File: src/rtl/amem_pkg.sv
package amem_pkg;

    localparam int SET_W  = 4;
    localparam int HOLD_W = 4;
    localparam int DATA_W = 8;
    localparam int DH_W   = 2;
    localparam int TURN_W = 4;
    localparam int TIM_W  = SET_W + HOLD_W + DATA_W + DH_W + TURN_W;
    localparam int CNT_W  = DATA_W;

    // Timing word layout, LSB first: setup, hold, data, data hold, turnaround
    typedef struct packed {
        logic [TURN_W-1:0] turn;
        logic [DH_W-1:0]   dhold;
        logic [DATA_W-1:0] data;
        logic [HOLD_W-1:0] hold;
        logic [SET_W-1:0]  setup;
    } tim_word_t;

    typedef struct packed {
        logic [CNT_W-1:0] setup;
        logic [CNT_W-1:0] hold;
        logic [CNT_W-1:0] data;
        logic [CNT_W-1:0] dhold;
        logic [CNT_W-1:0] turn;
    } phase_len_t;

    typedef enum logic [2:0] {
        PH_IDLE  = 3'd0,
        PH_SETUP = 3'd1,
        PH_HOLD  = 3'd2,
        PH_DATA  = 3'd3,
        PH_DHOLD = 3'd4,
        PH_TURN  = 3'd5
    } phase_e;

    typedef struct packed {
        phase_e           ph;
        logic [CNT_W-1:0] cnt;
    } phase_step_t;

    // Normalise a raw word into cycle counts for one access direction
    function automatic phase_len_t expand_word(tim_word_t w, logic is_wr);
        phase_len_t r;
        r.setup = (w.setup == '0) ? CNT_W'(1) : CNT_W'(w.setup);
        r.hold  = CNT_W'(w.hold);
        r.data  = (w.data == '0) ? CNT_W'(1) : CNT_W'(w.data);
        r.dhold = is_wr ? (CNT_W'(w.dhold) + CNT_W'(1)) : CNT_W'(w.dhold);
        r.turn  = CNT_W'(w.turn);
        return r;
    endfunction

    // Phase that follows the current one, skipping zero-length phases
    function automatic phase_step_t step_after(phase_e cur, phase_len_t l);
        phase_step_t s;
        s.ph  = PH_IDLE;
        s.cnt = '0;
        case (cur)
            PH_SETUP: begin
                if (l.hold != '0) begin s.ph = PH_HOLD; s.cnt = l.hold; end
                else begin s.ph = PH_DATA; s.cnt = l.data; end
            end
            PH_HOLD: begin
                s.ph = PH_DATA; s.cnt = l.data;
            end
            PH_DATA: begin
                if (l.dhold != '0) begin s.ph = PH_DHOLD; s.cnt = l.dhold; end
                else if (l.turn != '0) begin s.ph = PH_TURN; s.cnt = l.turn; end
            end
            PH_DHOLD: begin
                if (l.turn != '0) begin s.ph = PH_TURN; s.cnt = l.turn; end
            end
            default: begin
                s.ph  = PH_IDLE;
                s.cnt = '0;
            end
        endcase
        return s;
    endfunction

endpackage

File: src/rtl/amem_timing_sel.sv
module amem_timing_sel
    import amem_pkg::*;
(
    input  logic             req_write,
    input  logic [TIM_W-1:0] rd_word,
    input  logic [TIM_W-1:0] wr_word,
    output phase_len_t       sel_len
);

    tim_word_t raw;

    always_comb begin
        raw     = req_write ? tim_word_t'(wr_word) : tim_word_t'(rd_word);
        sel_len = expand_word(raw, req_write);
    end

endmodule

File: src/rtl/amem_phase_ctl.sv
module amem_phase_ctl
    import amem_pkg::*;
(
    input  logic       clk,
    input  logic       rst,
    input  logic       req_valid,
    input  logic       req_write,
    input  phase_len_t new_len,
    output phase_e     phase,
    output logic       accept,
    output logic       ready,
    output logic       is_wr,
    output logic       data_last
);

    logic [CNT_W-1:0] cnt;
    phase_len_t       len_q;
    phase_step_t      nxt;

    always_comb begin
        ready     = (phase == PH_IDLE) || ((phase == PH_TURN) && (cnt == CNT_W'(1)));
        accept    = req_valid && ready;
        data_last = (phase == PH_DATA) && (cnt == CNT_W'(1));
        nxt       = step_after(phase, len_q);
    end

    always_ff @(posedge clk) begin
        if (rst) begin
            phase <= PH_IDLE;
            cnt   <= '0;
            len_q <= '0;
            is_wr <= 1'b0;
        end else if (accept) begin
            phase <= PH_SETUP;
            cnt   <= new_len.setup;
            len_q <= new_len;
            is_wr <= req_write;
        end else if (phase != PH_IDLE) begin
            if (cnt == CNT_W'(1)) begin
                phase <= nxt.ph;
                cnt   <= nxt.cnt;
            end else begin
                cnt <= cnt - CNT_W'(1);
            end
        end
    end

    AST_CNT_LIVE: assert property (@(posedge clk) disable iff (rst)
        (phase != PH_IDLE) |-> (cnt != '0));
    AST_ACCEPT_SETUP: assert property (@(posedge clk) disable iff (rst)
        accept |=> (phase == PH_SETUP));
    AST_WR_DHOLD: assert property (@(posedge clk) disable iff (rst)
        (data_last && is_wr && !accept) |=> (phase == PH_DHOLD));

endmodule

File: src/rtl/amem_strobes.sv
module amem_strobes
    import amem_pkg::*;
#(
    parameter int AW = 16,
    parameter int DW = 16
) (
    input  logic          clk,
    input  logic          rst,
    input  phase_e        phase,
    input  logic          is_wr,
    input  logic          accept,
    input  logic          data_last,
    input  logic [AW-1:0] req_addr,
    input  logic [DW-1:0] req_wdata,
    input  logic [DW-1:0] mem_din,
    output logic          cs_n,
    output logic          adv_n,
    output logic          oe_n,
    output logic          we_n,
    output logic [AW-1:0] mem_addr,
    output logic [DW-1:0] mem_dout,
    output logic          mem_dout_en,
    output logic [DW-1:0] rd_data,
    output logic          done
);

    logic active;

    always_comb begin
        active      = (phase == PH_SETUP) || (phase == PH_HOLD) ||
                      (phase == PH_DATA)  || (phase == PH_DHOLD);
        cs_n        = !active;
        adv_n       = (phase != PH_SETUP);
        oe_n        = !((phase == PH_DATA) && !is_wr);
        we_n        = !((phase == PH_DATA) && is_wr);
        mem_dout_en = active && is_wr;
    end

    always_ff @(posedge clk) begin
        if (rst) begin
            mem_addr <= '0;
            mem_dout <= '0;
        end else if (accept) begin
            mem_addr <= req_addr;
            mem_dout <= req_wdata;
        end
    end

    always_ff @(posedge clk) begin
        if (rst) begin
            rd_data <= '0;
            done    <= 1'b0;
        end else begin
            done <= data_last;
            if (data_last && !is_wr) begin
                rd_data <= mem_din;
            end
        end
    end

    AST_NO_DUAL_ENABLE: assert property (@(posedge clk) disable iff (rst)
        !(!oe_n && !we_n));
    AST_ENABLE_UNDER_CS: assert property (@(posedge clk) disable iff (rst)
        (!oe_n || !we_n) |-> !cs_n);
    AST_DONE_SINGLE: assert property (@(posedge clk) disable iff (rst)
        done |=> !done);
    AST_ADDR_STABLE: assert property (@(posedge clk) disable iff (rst)
        (!cs_n && $past(!cs_n) && !$past(accept)) |-> $stable(mem_addr));

endmodule

File: src/rtl/amem_seq.sv
module amem_seq
    import amem_pkg::*;
#(
    parameter int AW = 16,
    parameter int DW = 16
) (
    input  logic             clk,
    input  logic             rst,
    input  logic [TIM_W-1:0] rd_timing,
    input  logic [TIM_W-1:0] wr_timing,
    input  logic             req_valid,
    input  logic             req_write,
    input  logic [AW-1:0]    req_addr,
    input  logic [DW-1:0]    req_wdata,
    output logic             busy,
    output logic             done,
    output logic [DW-1:0]    rd_data,
    output logic [AW-1:0]    mem_addr,
    output logic [DW-1:0]    mem_dout,
    output logic             mem_dout_en,
    input  logic [DW-1:0]    mem_din,
    output logic             cs_n,
    output logic             adv_n,
    output logic             oe_n,
    output logic             we_n
);

    phase_len_t sel_len;
    phase_e     phase;
    logic       accept;
    logic       ready;
    logic       is_wr;
    logic       data_last;

    amem_timing_sel u_sel (
        .req_write (req_write),
        .rd_word   (rd_timing),
        .wr_word   (wr_timing),
        .sel_len   (sel_len)
    );

    amem_phase_ctl u_ctl (
        .clk       (clk),
        .rst       (rst),
        .req_valid (req_valid),
        .req_write (req_write),
        .new_len   (sel_len),
        .phase     (phase),
        .accept    (accept),
        .ready     (ready),
        .is_wr     (is_wr),
        .data_last (data_last)
    );

    amem_strobes #(.AW(AW), .DW(DW)) u_stb (
        .clk         (clk),
        .rst         (rst),
        .phase       (phase),
        .is_wr       (is_wr),
        .accept      (accept),
        .data_last   (data_last),
        .req_addr    (req_addr),
        .req_wdata   (req_wdata),
        .mem_din     (mem_din),
        .cs_n        (cs_n),
        .adv_n       (adv_n),
        .oe_n        (oe_n),
        .we_n        (we_n),
        .mem_addr    (mem_addr),
        .mem_dout    (mem_dout),
        .mem_dout_en (mem_dout_en),
        .rd_data     (rd_data),
        .done        (done)
    );

    assign busy = !ready;

    AST_CS_OPENS_WITH_ADV: assert property (@(posedge clk) disable iff (rst)
        $fell(cs_n) |-> !adv_n);
    AST_BUSY_WHILE_CS: assert property (@(posedge clk) disable iff (rst)
        !cs_n |-> busy);

endmodule

File: config.mk
export PLATFORM = sky130hd
export DESIGN_NAME = amem_seq
export DESIGN_NICKNAME = d
export VERILOG_FILES = /design/src/rtl/amem_pkg.sv /design/src/rtl/amem_timing_sel.sv /design/src/rtl/amem_phase_ctl.sv /design/src/rtl/amem_strobes.sv /design/src/rtl/amem_seq.sv
export SDC_FILE = /design/constraint.sdc
export NUM_CORES = 1
export LEC_CHECK = 0
export BUFFER_PORTS_ARGS = -buffer_cell sky130_fd_sc_hd__buf_2
export CAP_MARGIN = 40
export CELL_PAD_IN_SITES_DETAIL_PLACEMENT = 0
export CELL_PAD_IN_SITES_GLOBAL_PLACEMENT = 1
export CORE_ASPECT_RATIO = 1.75
export CORE_UTILIZATION = 37
export DETAILED_ROUTE_END_ITERATION = 8
export PLACE_DENSITY = 0.84
export REMOVE_ABC_BUFFERS = 1
export SLEW_MARGIN = 0
export SYNTH_ARGS = -nofsm -noshare
export SYNTH_HDL_FRONTEND = slang
export SYNTH_SLANG_ARGS = --single-unit
File: constraint.sdc
create_clock -name clk -period 6.4 [get_ports clk]
set_clock_uncertainty 0.15 [all_clocks]
set_input_delay 0.32 -clock clk [delete_from_list [all_inputs] [get_ports clk]]
set_output_delay 0.32 -clock clk [all_outputs]
set_load 0.05 [all_outputs]
==> results.sh <==
export IMPL_period_share_pct=45.94
export IMPL_ant_nets=0
export IMPL_worstHoldStart="req_addr[3]"
export IMPL_p_clk_share_pct=37.0
export IMPL_fmax_mhz=340.1
export IMPL_ys_async_sr_fraction_pct=0
export IMPL_crit_chain="or4_1 > nor4_1 > o21a_2 > buf_4 > a21oi_1 > a221oi_1"
export IMPL_via_per_inst=5.165
export IMPL_vias=3750
export IMPL_crit_path_end_kind="flop"
export IMPL_fin_ws_ps=3460
export IMPL_initial_core_util_pct=38.00
export IMPL_postCtsSetupBuffers=0
export IMPL_min_path_type="input pin to flop"
export IMPL_die_area_um2=10470
export IMPL_die_height_um=134.6
export IMPL_synth_top_area_share_pct=43.05
export IMPL_path_max_fanout=71
export IMPL_p_seq_share_pct=37.5
export IMPL_worstReg2RegEnd="u_ctl.cnt[1]$_SDFFE_PP0P_"
export IMPL_area_growth_pct=30.41
export IMPL_critPathRequiredTime_ps=6490
export IMPL_grt_pass1_vias=3494
export IMPL_synth_warning_count=0
export IMPL_cpPeakStageDelay_ps=640
export IMPL_rr_worst_depth=6
export IMPL_crit_slowest_cell="or4_1"
export IMPL_cts_sinks=80
export IMPL_r2r_start="u_ctl.cnt[2]$_SDFFE_PP0P_"
export IMPL_power_density_nw_per_um2=322.2
export IMPL_h_tree_depth=3
export IMPL_synth_cell_types=55
export IMPL_fin_nets=696
export IMPL_drive_gt1_share_pct=30.62
export IMPL_clkTransAtPathRegs_ps=60
export IMPL_dp_hpwl_mm=7.226
export IMPL_ios=151
export IMPL_synth_simple_gate_area_share_pct=21.90
export IMPL_yosys_top_cells_count="nand2_1 (118), dfxtp_1 (80), a21oi_1 (64)"
export IMPL_clock_latency_ps=330
export IMPL_ir_drop_v=0.0002377
export IMPL_yosysSeqAreaShare_pct=43.05
export IMPL_maxSlewViolCount=0
export IMPL_min_period_ps=2940
export IMPL_dpl_worst_slack_ps=3469
export IMPL_cp_arrival_ps=3030
export IMPL_port_buffer_count=150
export IMPL_status="finished, final reports clean"
export IMPL_rsz0062_at_grt="no"
export IMPL_overflow=0
export IMPL_diodes=0
export IMPL_gp_congestion=0.8204
export IMPL_wirelength_mm=10.29
export IMPL_switching_power_mw=0.4985
export IMPL_coreArea_um2=9789
export IMPL_tightest_slew_ps=851.1
export IMPL_synth_top_family_by_area="compound AO/OA/AOI/OAI gates"
export IMPL_hold_path_depth=3
export IMPL_synth_edf_count=0
export IMPL_fp_row_count=48
export IMPL_ys_seq_elements=80
export IMPL_synth_adder_area_share_pct=1.009
export IMPL_cts_made_buffers=9
export IMPL_hold_viol=0
export IMPL_p_leak_nw=2.131
export IMPL_drt_iter0_markers=187
export IMPL_grt_pass1_wl_mm=16.33
export IMPL_tns_ps=0
export IMPL_grt_max_degree=80
export IMPL_p_int_mw=1.064
export IMPL_p_comb_share_pct=25.5
export IMPL_cts_root_buf="clkbuf_16"
export IMPL_cap_violations=0
export IMPL_finalSetupViolations=0
export IMPL_cts_hold_buf=0
export IMPL_holdPathEnd="u_stb.mem_addr[3]$_SDFFE_PP0P_"
export IMPL_synthMuxAreaShare_pct=5.819
export IMPL_grt_total_usage_pct=19.85
export IMPL_die_x_um=77.80
export IMPL_max_slew_margin_pct=43.26
export IMPL_cts_tree="yes"
export IMPL_power_total_mw=1.563
export IMPL_synth_most_common_cell="nand2_1"
export IMPL_ctsResizeCount=0
export IMPL_wire_per_inst_um=14.17
export IMPL_synth_xor_area_share_pct=1.177
export IMPL_synth_cells=467
export IMPL_ys_flop_type="dfxtp_1"
export IMPL_r2r_slack_ps=3460
export IMPL_startpoint_type="flop"
export IMPL_synth_area_leaders="dfxtp_1 (43%), nand2_1 (12%), a21oi_1 (8.6%)"
export IMPL_antenna_found_initial=0
export IMPL_netlist_area_um2=3720
export IMPL_criticalPathCategory="flop to flop"
export IMPL_post_route_drc_count=0
export IMPL_cts_path_max_buffers=2
export IMPL_firstDrtPassIters=4
export IMPL_avgSynthCellArea_um2=7.965
export IMPL_synth_area_leader_cell="dfxtp_1"
export IMPL_synth_compound_area_share_pct=21.90
export IMPL_p_sw_share_pct=31.90
-- layout by cell type, fill, tap and decap left out, types with 4 or more instances in the layout --
master / instances
a211o_1: 4
a211oi_1: 19
a21oi_1: 64
buf_2: 150
buf_4: 6
clkbuf_16: 9
dfxtp_1: 80
inv_1: 8
mux2_2: 5
mux2i_1: 16
nand2_1: 118
nor2_1: 26
nor3_1: 10
nor4_1: 6
o211ai_1: 5
o21ai_0: 8
or3_1: 5
-- metrics by stage --
step | hold WS, ps | cell area [um2] | utilization [%] | cells
2_1_floorplan | 236.2 | 3558 | - | 430
6_report | 67.85 | 4851 | 49.55 | 726
4_1_cts | 59.68 | 4851 | 49.55 | 726
5_1_grt | 68.20 | 4851 | 49.55 | 726
3_3_place_gp | 284.2 | 4508 | 46.05 | 710
3_5_place_dp | 292.9 | 4516 | 46.13 | 711
-- worst max-delay path: cells and delay by family, from the launching register on --
family	cells	cell delay [ps]
compound gates	3	600
buf+inv	1	560
flops	1	340
simple gates	2	1150
-- cell families (layout without fill, tap and decap cells) --
group / Yosys count / in the layout
flops: 80 / 80
compound gates: 126 / 126
simple gates: 187 / 187
buf+inv: 45 / 179
fa+ha+maj: 3 / 3
mux: 21 / 21
xor+xnor: 5 / 5
-- per-layer routing --
layer,GRT usage (%),up-vias,part of all wire (%)
met4,8.281,0,1.7
li1,-,1896,-
met1,21.76,1745,40
met5,0,-,0
met2,36.28,96,54
met3,4.324,13,4.5
-- worst max-delay path by stage --
| stage | startpoint | endpoint | depth (start not counted) |
|---|---|---|---|
| 3_5_place_dp | u_ctl.cnt[2]$_SDFFE_PP0P_ | u_ctl.cnt[1]$_SDFFE_PP0P_ | 6 |
| 4_1_cts | u_ctl.cnt[2]$_SDFFE_PP0P_ | u_ctl.cnt[1]$_SDFFE_PP0P_ | 6 |
| 3_3_place_gp | u_ctl.cnt[2]$_SDFFE_PP0P_ | u_ctl.cnt[1]$_SDFFE_PP0P_ | 6 |
| 5_1_grt | u_ctl.cnt[2]$_SDFFE_PP0P_ | u_ctl.cnt[1]$_SDFFE_PP0P_ | 6 |
| 6_report | u_ctl.cnt[2]$_SDFFE_PP0P_ | u_ctl.cnt[1]$_SDFFE_PP0P_ | 6 |
| 2_1_floorplan | u_ctl.cnt[2]$_SDFFE_PP0P_ | u_ctl.cnt[1]$_SDFFE_PP0P_ | 5 |
-- power groups by stage --
stage               clock [mW]  combinational (mW)  sequential, mW
global placement             0               0.395           0.595
detailed placement           0               0.398           0.597
finish                   0.578               0.398           0.586
floorplan                    0               0.219           0.647
CTS                      0.594               0.400           0.586
global route             0.614               0.436           0.594
-- final cells by class --
cell class / instances / area [um2]
Sequential cell: 80 / 1602
Clock inverter: 5 / 106.4
Multi-Input combinational cell: 342 / 1932
Fill cell: 995 / 4938
Inverter: 8 / 30.03
Timing Repair Buffer: 156 / 795.8
Clock buffer: 10 / 229.0
Tap cell: 125 / 156.4
-- registers in the layout, indices dropped and copies added (netlist names) --
register	flops
u_ctl.len_q	19
u_stb.mem_addr	16
u_stb.mem_dout	16
u_stb.rd_data	16
u_ctl.cnt	8
u_ctl.phase	3
u_ctl.is_wr	1
u_stb.done	1
Note: power is estimated with default switching activity, not from simulation.
